### src/rtl/osd_cmd_pkg.sv
package osd_cmd_pkg;
  localparam int BYTE_W     = 8;
  localparam int ROW_W      = 5;
  localparam int COL_W      = 6;
  localparam int DCOL_W     = 5;
  localparam int FROW_W     = 3;
  localparam int KEY_W      = 6;
  localparam int WDATA_W    = BYTE_W + 1;

  localparam logic [ROW_W-1:0] GRID_ROWS  = ROW_W'(15);
  localparam logic [ROW_W-1:0] CTRL_ROW   = ROW_W'(15);
  localparam logic [ROW_W-1:0] EXT_ROW    = ROW_W'(16);
  localparam logic [ROW_W-1:0] FONT_ROWS  = ROW_W'(8);
  localparam logic [COL_W-1:0] CHAR_LAST  = COL_W'(30);
  localparam logic [COL_W-1:0] ATTR_LAST  = COL_W'(29);
  localparam logic [COL_W-1:0] SPAN_LAST  = COL_W'(31);
  localparam logic [COL_W-1:0] CTRL_LAST  = COL_W'(22);
  localparam logic [COL_W-1:0] FONT_LAST  = COL_W'(35);
  localparam logic [COL_W-1:0] MODE_COL   = COL_W'(4);
  localparam logic [COL_W-1:0] GAP_COL    = COL_W'(3);
  localparam logic [KEY_W-1:0] KEY_SET    = 6'b010101;
  localparam logic [KEY_W-1:0] KEY_CLR    = 6'b101010;

  typedef enum logic [1:0] {SP_CHAR = 2'd0, SP_ATTR = 2'd1, SP_FONT = 2'd2} space_e;
  typedef enum logic [2:0] {ST_IDLE, ST_COL, ST_DATA, ST_NEXT, ST_AUTO} dec_st_e;

  typedef struct packed {
    space_e             space;
    logic [ROW_W-1:0]   row;
    logic [COL_W-1:0]   col;
    logic [WDATA_W-1:0] data;
  } wr_cmd_t;

  function automatic logic [COL_W-1:0] last_col(space_e sp, logic [ROW_W-1:0] r);
    case (sp)
      SP_CHAR: return CHAR_LAST;
      SP_ATTR: return (r < GRID_ROWS) ? ATTR_LAST : SPAN_LAST;
      default: return FONT_LAST;
    endcase
  endfunction

  function automatic logic loc_ok(space_e sp, logic [ROW_W-1:0] r, logic [COL_W-1:0] c);
    case (sp)
      SP_CHAR: return (r < GRID_ROWS) && (c <= CHAR_LAST);
      SP_ATTR: return ((r < GRID_ROWS) && (c <= ATTR_LAST)) ||
                      ((r == CTRL_ROW) && (c <= CTRL_LAST)) ||
                      ((r == EXT_ROW) && (c <= MODE_COL) && (c != GAP_COL));
      SP_FONT: return (r < FONT_ROWS) && (c <= FONT_LAST);
      default: return 1'b0;
    endcase
  endfunction
endpackage

### src/rtl/osd_cmd_fsm.sv
module osd_cmd_fsm
  import osd_cmd_pkg::*;
(
  input  logic              clk,
  input  logic              rst_n,
  input  logic              take,
  input  logic              pkt_start,
  input  logic              pkt_end,
  input  logic [BYTE_W-1:0] byte_i,
  output logic              emit,
  output space_e            space_o,
  output logic [ROW_W-1:0]  row_o,
  output logic [COL_W-1:0]  col_o,
  output logic              hi_bit_o
);
  dec_st_e            st_q, st_d, cur_st;
  space_e             sp_q, sp_d;
  logic [ROW_W-1:0]   row_q, row_d, row_inc;
  logic [COL_W-1:0]   col_q, col_d;
  logic               d8_q, d8_d;
  logic [FROW_W-1:0]  frow_inc;
  logic               b7, b6, b5;

  assign b7 = byte_i[BYTE_W-1];
  assign b6 = byte_i[BYTE_W-2];
  assign b5 = byte_i[BYTE_W-3];
  assign frow_inc = row_q[FROW_W-1:0] + FROW_W'(1);
  assign row_inc  = (sp_q == SP_FONT) ? ROW_W'(frow_inc) : row_q + ROW_W'(1);

  always_comb begin
    cur_st = pkt_start ? ST_IDLE : st_q;
    st_d   = cur_st;
    sp_d   = sp_q;
    row_d  = row_q;
    col_d  = col_q;
    d8_d   = d8_q;
    emit   = 1'b0;
    if (take) begin
      case (cur_st)
        ST_DATA: begin
          emit = 1'b1;
          st_d = ST_NEXT;
        end
        ST_AUTO: begin
          emit = 1'b1;
          if (col_q >= last_col(sp_q, row_q)) begin
            col_d = '0;
            row_d = row_inc;
          end else begin
            col_d = col_q + COL_W'(1);
          end
        end
        default: begin
          if (b7) begin
            sp_d  = b6 ? SP_FONT : (b5 ? SP_ATTR : SP_CHAR);
            row_d = b6 ? ROW_W'(byte_i[FROW_W-1:0]) : byte_i[ROW_W-1:0];
            st_d  = ST_COL;
          end else if (cur_st != ST_IDLE) begin
            col_d = (sp_q == SP_FONT) ? byte_i[COL_W-1:0] : COL_W'(byte_i[DCOL_W-1:0]);
            if (sp_q == SP_CHAR) d8_d = b5;
            st_d  = b6 ? ST_AUTO : ST_DATA;
          end
        end
      endcase
    end
    if (pkt_end) st_d = ST_IDLE;
  end

  always_ff @(posedge clk) begin
    if (!rst_n) begin
      st_q  <= ST_IDLE;
      sp_q  <= SP_CHAR;
      row_q <= '0;
      col_q <= '0;
      d8_q  <= 1'b0;
    end else begin
      st_q  <= st_d;
      sp_q  <= sp_d;
      row_q <= row_d;
      col_q <= col_d;
      d8_q  <= d8_d;
    end
  end

  assign space_o  = sp_q;
  assign row_o    = row_q;
  assign col_o    = col_q;
  assign hi_bit_o = d8_q;
endmodule

### src/rtl/osd_loc_filter.sv
module osd_loc_filter
  import osd_cmd_pkg::*;
(
  input  logic               clk,
  input  logic               rst_n,
  input  logic               emit,
  input  space_e             space_i,
  input  logic [ROW_W-1:0]   row_i,
  input  logic [COL_W-1:0]   col_i,
  input  logic               hi_bit_i,
  input  logic [BYTE_W-1:0]  data_i,
  output logic               wr_ok,
  output logic [WDATA_W-1:0] wr_data,
  output logic               mode_o
);
  logic mode_q, mode_nx, mode_loc, want_set, want_clr;

  assign mode_loc = (space_i == SP_ATTR) && (row_i == EXT_ROW) && (col_i == MODE_COL);
  assign want_set = data_i[BYTE_W-1]  && (data_i[KEY_W-1:0] == KEY_SET);
  assign want_clr = !data_i[BYTE_W-1] && (data_i[KEY_W-1:0] == KEY_CLR);
  assign mode_nx  = want_set ? 1'b1 : (want_clr ? 1'b0 : mode_q);
  assign wr_ok    = emit && loc_ok(space_i, row_i, col_i);

  always_comb begin
    if (mode_loc)                wr_data = {1'b0, mode_nx, data_i[BYTE_W-2:0]};
    else if (space_i == SP_CHAR) wr_data = {hi_bit_i, data_i};
    else                         wr_data = {1'b0, data_i};
  end

  always_ff @(posedge clk) begin
    if (!rst_n)                mode_q <= 1'b0;
    else if (wr_ok && mode_loc) mode_q <= mode_nx;
  end

  assign mode_o = mode_q;
endmodule

### src/rtl/osd_wr_stage.sv
module osd_wr_stage #(
  parameter int W = 8
) (
  input  logic         clk,
  input  logic         rst_n,
  input  logic         load,
  input  logic [W-1:0] payload_i,
  input  logic         ready_i,
  output logic         valid_o,
  output logic [W-1:0] payload_o,
  output logic         free_o
);
  always_ff @(posedge clk) begin
    if (!rst_n) begin
      valid_o   <= 1'b0;
      payload_o <= '0;
    end else if (load) begin
      valid_o   <= 1'b1;
      payload_o <= payload_i;
    end else if (ready_i) begin
      valid_o   <= 1'b0;
    end
  end

  assign free_o = !valid_o || ready_i;
endmodule

### src/rtl/osd_cmd_decoder.sv
module osd_cmd_decoder
  import osd_cmd_pkg::*;
(
  input  logic               clk,
  input  logic               rst_n,
  input  logic               in_valid,
  output logic               in_ready,
  input  logic [BYTE_W-1:0]  in_byte,
  input  logic               pkt_start,
  input  logic               pkt_end,
  output logic               wr_valid,
  input  logic               wr_ready,
  output logic [1:0]         wr_space,
  output logic [ROW_W-1:0]   wr_row,
  output logic [COL_W-1:0]   wr_col,
  output logic [WDATA_W-1:0] wr_data,
  output logic               panel_mode
);
  localparam int CMD_W = $bits(wr_cmd_t);

  logic               take, emit, hi_bit, wr_ok;
  space_e             cur_sp;
  logic [ROW_W-1:0]   cur_row;
  logic [COL_W-1:0]   cur_col;
  logic [WDATA_W-1:0] flt_data;
  wr_cmd_t            cmd_in, cmd_out;
  logic [CMD_W-1:0]   cmd_q;

  assign take = in_valid && in_ready;

  osd_cmd_fsm u_fsm (
    .clk(clk), .rst_n(rst_n), .take(take), .pkt_start(pkt_start), .pkt_end(pkt_end),
    .byte_i(in_byte), .emit(emit), .space_o(cur_sp), .row_o(cur_row), .col_o(cur_col),
    .hi_bit_o(hi_bit)
  );

  osd_loc_filter u_flt (
    .clk(clk), .rst_n(rst_n), .emit(emit), .space_i(cur_sp), .row_i(cur_row),
    .col_i(cur_col), .hi_bit_i(hi_bit), .data_i(in_byte), .wr_ok(wr_ok),
    .wr_data(flt_data), .mode_o(panel_mode)
  );

  assign cmd_in = '{space: cur_sp, row: cur_row, col: cur_col, data: flt_data};

  osd_wr_stage #(.W(CMD_W)) u_out (
    .clk(clk), .rst_n(rst_n), .load(wr_ok), .payload_i(cmd_in), .ready_i(wr_ready),
    .valid_o(wr_valid), .payload_o(cmd_q), .free_o(in_ready)
  );

  assign cmd_out  = wr_cmd_t'(cmd_q);
  assign wr_space = cmd_out.space;
  assign wr_row   = cmd_out.row;
  assign wr_col   = cmd_out.col;
  assign wr_data  = cmd_out.data;
endmodule

### config.mk
export PLATFORM = sky130hd
export DESIGN_NAME = osd_cmd_decoder
export DESIGN_NICKNAME = d
export VERILOG_FILES = /design/src/rtl/osd_cmd_pkg.sv /design/src/rtl/osd_cmd_fsm.sv /design/src/rtl/osd_loc_filter.sv /design/src/rtl/osd_wr_stage.sv /design/src/rtl/osd_cmd_decoder.sv
export SDC_FILE = /design/constraint.sdc
export NUM_CORES = 1
export LEC_CHECK = 0
export BUFFER_PORTS_ARGS = -buffer_cell sky130_fd_sc_hd__buf_4
export CAP_MARGIN = 10
export CORE_MARGIN = 2
export CORE_UTILIZATION = 60
export CTS_CLUSTER_DIAMETER = 60
export DETAILED_ROUTE_END_ITERATION = 8
export HOLD_SLACK_MARGIN = 0.02
export PLACE_DENSITY = 0.84
export SLEW_MARGIN = 20
export SYNTH_ARGS = -nofsm -noshare
export SYNTH_HDL_FRONTEND = slang
export SYNTH_SLANG_ARGS = --single-unit
### constraint.sdc
create_clock -name clk -period 3.4 [get_ports clk]
set_input_delay 0.17 -clock clk [delete_from_list [all_inputs] [get_ports clk]]
set_output_delay 0.17 -clock clk [all_outputs]
set_load 0.1 [all_outputs]
==> impl_metrics.ini <==
[run_status]
status = finished clean

[global_routing]
grt_start_max_net_pins = 55
grt_remaining_overflow = 0
antenna_found_initial = 0
grt.total_usage_pct = 30.3
grt_pass1_wl_um = 10200
grt_pass1_vias = 2126

[synthesis]
yosys-top-cells-count = nand2_1, dfxtp_1, mux2i_1, clkbuf_1, inv_1
synthesis.nets = 317
synth.cell_area_um2 = 2390
ys_ff_latch = 41
yosysSeqAreaShare_pct = 34.3
synthCells = 291
ys_types = 49
synth-edff-count = 0
synth.top_cell.area_share_pct = 34.3
synth_area_leaders = dfxtp_1, mux2i_1, nand2_1
yosysMostFrequentCell = nand2_1
avgSynthCellArea_um2 = 8.21
yosys_warnings = 0
yosysTopAreaCell = dfxtp_1
ys.flop_type = dfxtp_1
async_reset_ff_share_pct = 0

[floorplan]
num_rows = 22
dieArea_um2 = 4500
start_util_pct = 63.8
coreArea_um2 = 3740
die_h_um = 67.1
fp.dieW_um = 67.1
pin_count = 39

[power_and_ir_drop]
power.share.switching_pct = 25.3
seqPwrFrac_pct = 50.1
leakagePower_nw = 1.09
p_total_mw = 0.998
pwr-share-clk_pct = 39.7
combPwrFrac_pct = 10.2
max-vdd-ir-drop_mv = 0.260
power.density_nw_per_um2 = 359
p_int_mw = 0.746
switchingPower_mw = 0.252

[routing]
ant_nets = 0
drt-wirelength-per-cell_um = 16.5
drtIter0Drc = 177
via_count = 2243
viasPerCell = 6.10
wl_um = 6060
drc = 0
firstDrtPassIters = 6

[clocking]
worst_skew_pair.late_latency_ns = 0.30
cts_hold_buf = 0
cts_root_buf = clkbuf_8
cts_tree = done
numClockSinks = 41
cts-buffers-inserted = 5
cts_max_level = 2
post_cts_buffers = 0
clk_pin_slew_worst_paths_ns = 0.08
clock_path_buffers = 2
cts_resized = 0

[critical_path]
r2r_end = u_fsm.row_o[3]$_SDFFE_PN0P_
crit_required_ns = 3.59
start_kind = register
max_stage_delay_ns = 0.43
crit_arrival_ns = 2.68
r2r_cells = 9
crit_cells = 9
crit_chain = nand3_1, o21ai_0, nor3b_1, ha_1, a21o_1, a31oi_1, o21a_1, nor3_1, o221a_2
crit_buf_inv = 0
end_kind = register
r2r_start = u_fsm.row_o[0]$_SDFFE_PN0P_
worst-r2r-setup-slack_ns = 0.91
slowest_stage = dfxtp_1
crit_type = reg2reg
cp_top_family = compound AO/OA/AOI/OAI gates
critPathMaxFanout = 8

[timing]
hold_viol_final = 0
setup_viol = 0
slew_headroom_pct = 59.0
worst_pin_slew_ns = 0.613
grt_setup_unrepaired = false
max_freq_ghz = 0.402
fin_skew_ns = 0.00482
drv_slew = 0
tns_ns = 0
finalCriticalPeriod_ns = 2.49
finalCritPeriodShare_pct = 73.2

[worst_hold_path]
hold_path_class = in2reg
min_path_cells = 3
worstHoldStart = in_byte[2]
min_to = u_out.payload_o[2]$_SDFFE_PN0P_

[final_layout]
post_route_cells_drive_above_1_share_pct = 18.1
design_area_um2 = 2780
n_antenna_cell = 0
utilization_pct = 74.2
final_cells = 368
nNetsFinal = 345
area_growth_syn_to_layout_pct = 16.3

[placement]
place_area_um2 = 2670
placed_cells = 360
io_buffers = 38
gp_routability_congestion = 0.938
dpl.hpwl_um = 4170

[job]
cap_violations = 0
-- tightest hold or removal path, stage by stage --
cell and delay, ns:
buf_4 0.13, nand2_1 0.05, mux2i_1 0.05
-- routing by layer --
| layer | vias up | track usage (%) | wire length [um] |
|---|---|---|---|
| met2 | 85 | 52.2 | 3000 |
| li1 | 1096 | - | - |
| met1 | 1043 | 36.6 | 2540 |
| met5 | - | 0 | 0 |
| met3 | 19 | 7.09 | 375 |
| met4 | 0 | 11.2 | 144 |
-- power by group through the flow --
| stage | combinational (mW) | clock, mW | sequential [mW] |
|---|---|---|---|
| 2_1_floorplan | 0.0634 | 0 | 0.512 |
| 3_3_place_gp | 0.0988 | 0 | 0.510 |
| 3_5_place_dp | 0.100 | 0 | 0.511 |
| 4_1_cts | 0.101 | 0.401 | 0.500 |
| 5_1_grt | 0.113 | 0.424 | 0.501 |
| 6_report | 0.102 | 0.396 | 0.500 |
-- sequential cells by signal, summed over array words and instances, names as in the netlist --
register         flops
u_fsm.col_o          6
u_out.payload_o     22
u_out.valid_o        1
u_fsm.st_q           3
u_flt.mode_o         1
u_fsm.space_o        2
u_fsm.hi_bit_o       1
u_fsm.row_o          5
-- cell families after synthesis --
group                    count (synthesis)  synth area share, %
flip-flops                              41                 34.3
buffers and inverters                   33                 5.65
multiplexers                            24                 10.1
adder cells (fa/ha/maj)                 12                 6.28
XOR/XNOR                                 2                0.733
AND/OR/NAND/NOR                        116                 24.2
AO/OA/AOI/OAI                           63                 18.7
-- metrics by stage --
stage	hold WS (ns)	setup WS [ns]
finish	0.151	0.913
global route	0.150	0.824
CTS	0.149	0.940
detailed placement	0.450	0.995
global placement	0.444	1.06
floorplan	0.306	0.700
-- worst max-delay path by stage --
stage	from	end	slack [ns]
CTS	u_fsm.row_o[0]$_SDFFE_PN0P_	u_fsm.row_o[3]$_SDFFE_PN0P_	0.94
finish	u_fsm.row_o[0]$_SDFFE_PN0P_	u_fsm.row_o[3]$_SDFFE_PN0P_	0.91
detailed placement	u_fsm.row_o[0]$_SDFFE_PN0P_	u_fsm.row_o[3]$_SDFFE_PN0P_	0.99
floorplan	u_out.valid_o$_SDFFE_PN0P_	u_out.payload_o[10]$_SDFFE_PN0P_	0.70
global route	u_fsm.row_o[2]$_SDFFE_PN0P_	u_fsm.row_o[3]$_SDFFE_PN0P_	0.82
global placement	u_fsm.row_o[1]$_SDFFE_PN0P_	u_fsm.row_o[3]$_SDFFE_PN0P_	1.06
-- cell usage in the layout (no fill, tap or decap), types with 4 or more instances in the layout --
master | Yosys | routed
buf_4 | 0 | 40
nor3b_1 | 4 | 4
ha_1 | 12 | 12
nand2b_1 | 6 | 6
o21ai_0 | 10 | 10
nand3_1 | 9 | 9
nor2b_1 | 5 | 5
a221oi_1 | 5 | 5
dfxtp_1 | 41 | 41
o31ai_1 | 5 | 5
nand2_1 | 56 | 56
a31oi_1 | 7 | 7
a21oi_1 | 12 | 12
clkbuf_8 | 0 | 5
mux2i_1 | 24 | 24
nor2_1 | 11 | 11
inv_1 | 13 | 13
nand4_1 | 5 | 5
-- final cells by class --
cell class	instances	area [um^2]
multi-input combinational	217	1430
fill	286	965
sequential	41	821
timing repair buffer	40	300
clock buffer	6	72.6
tap	48	60.1
inverter	14	52.6
clock inverter	2	38.8
Power figures use the tool's default switching activity.
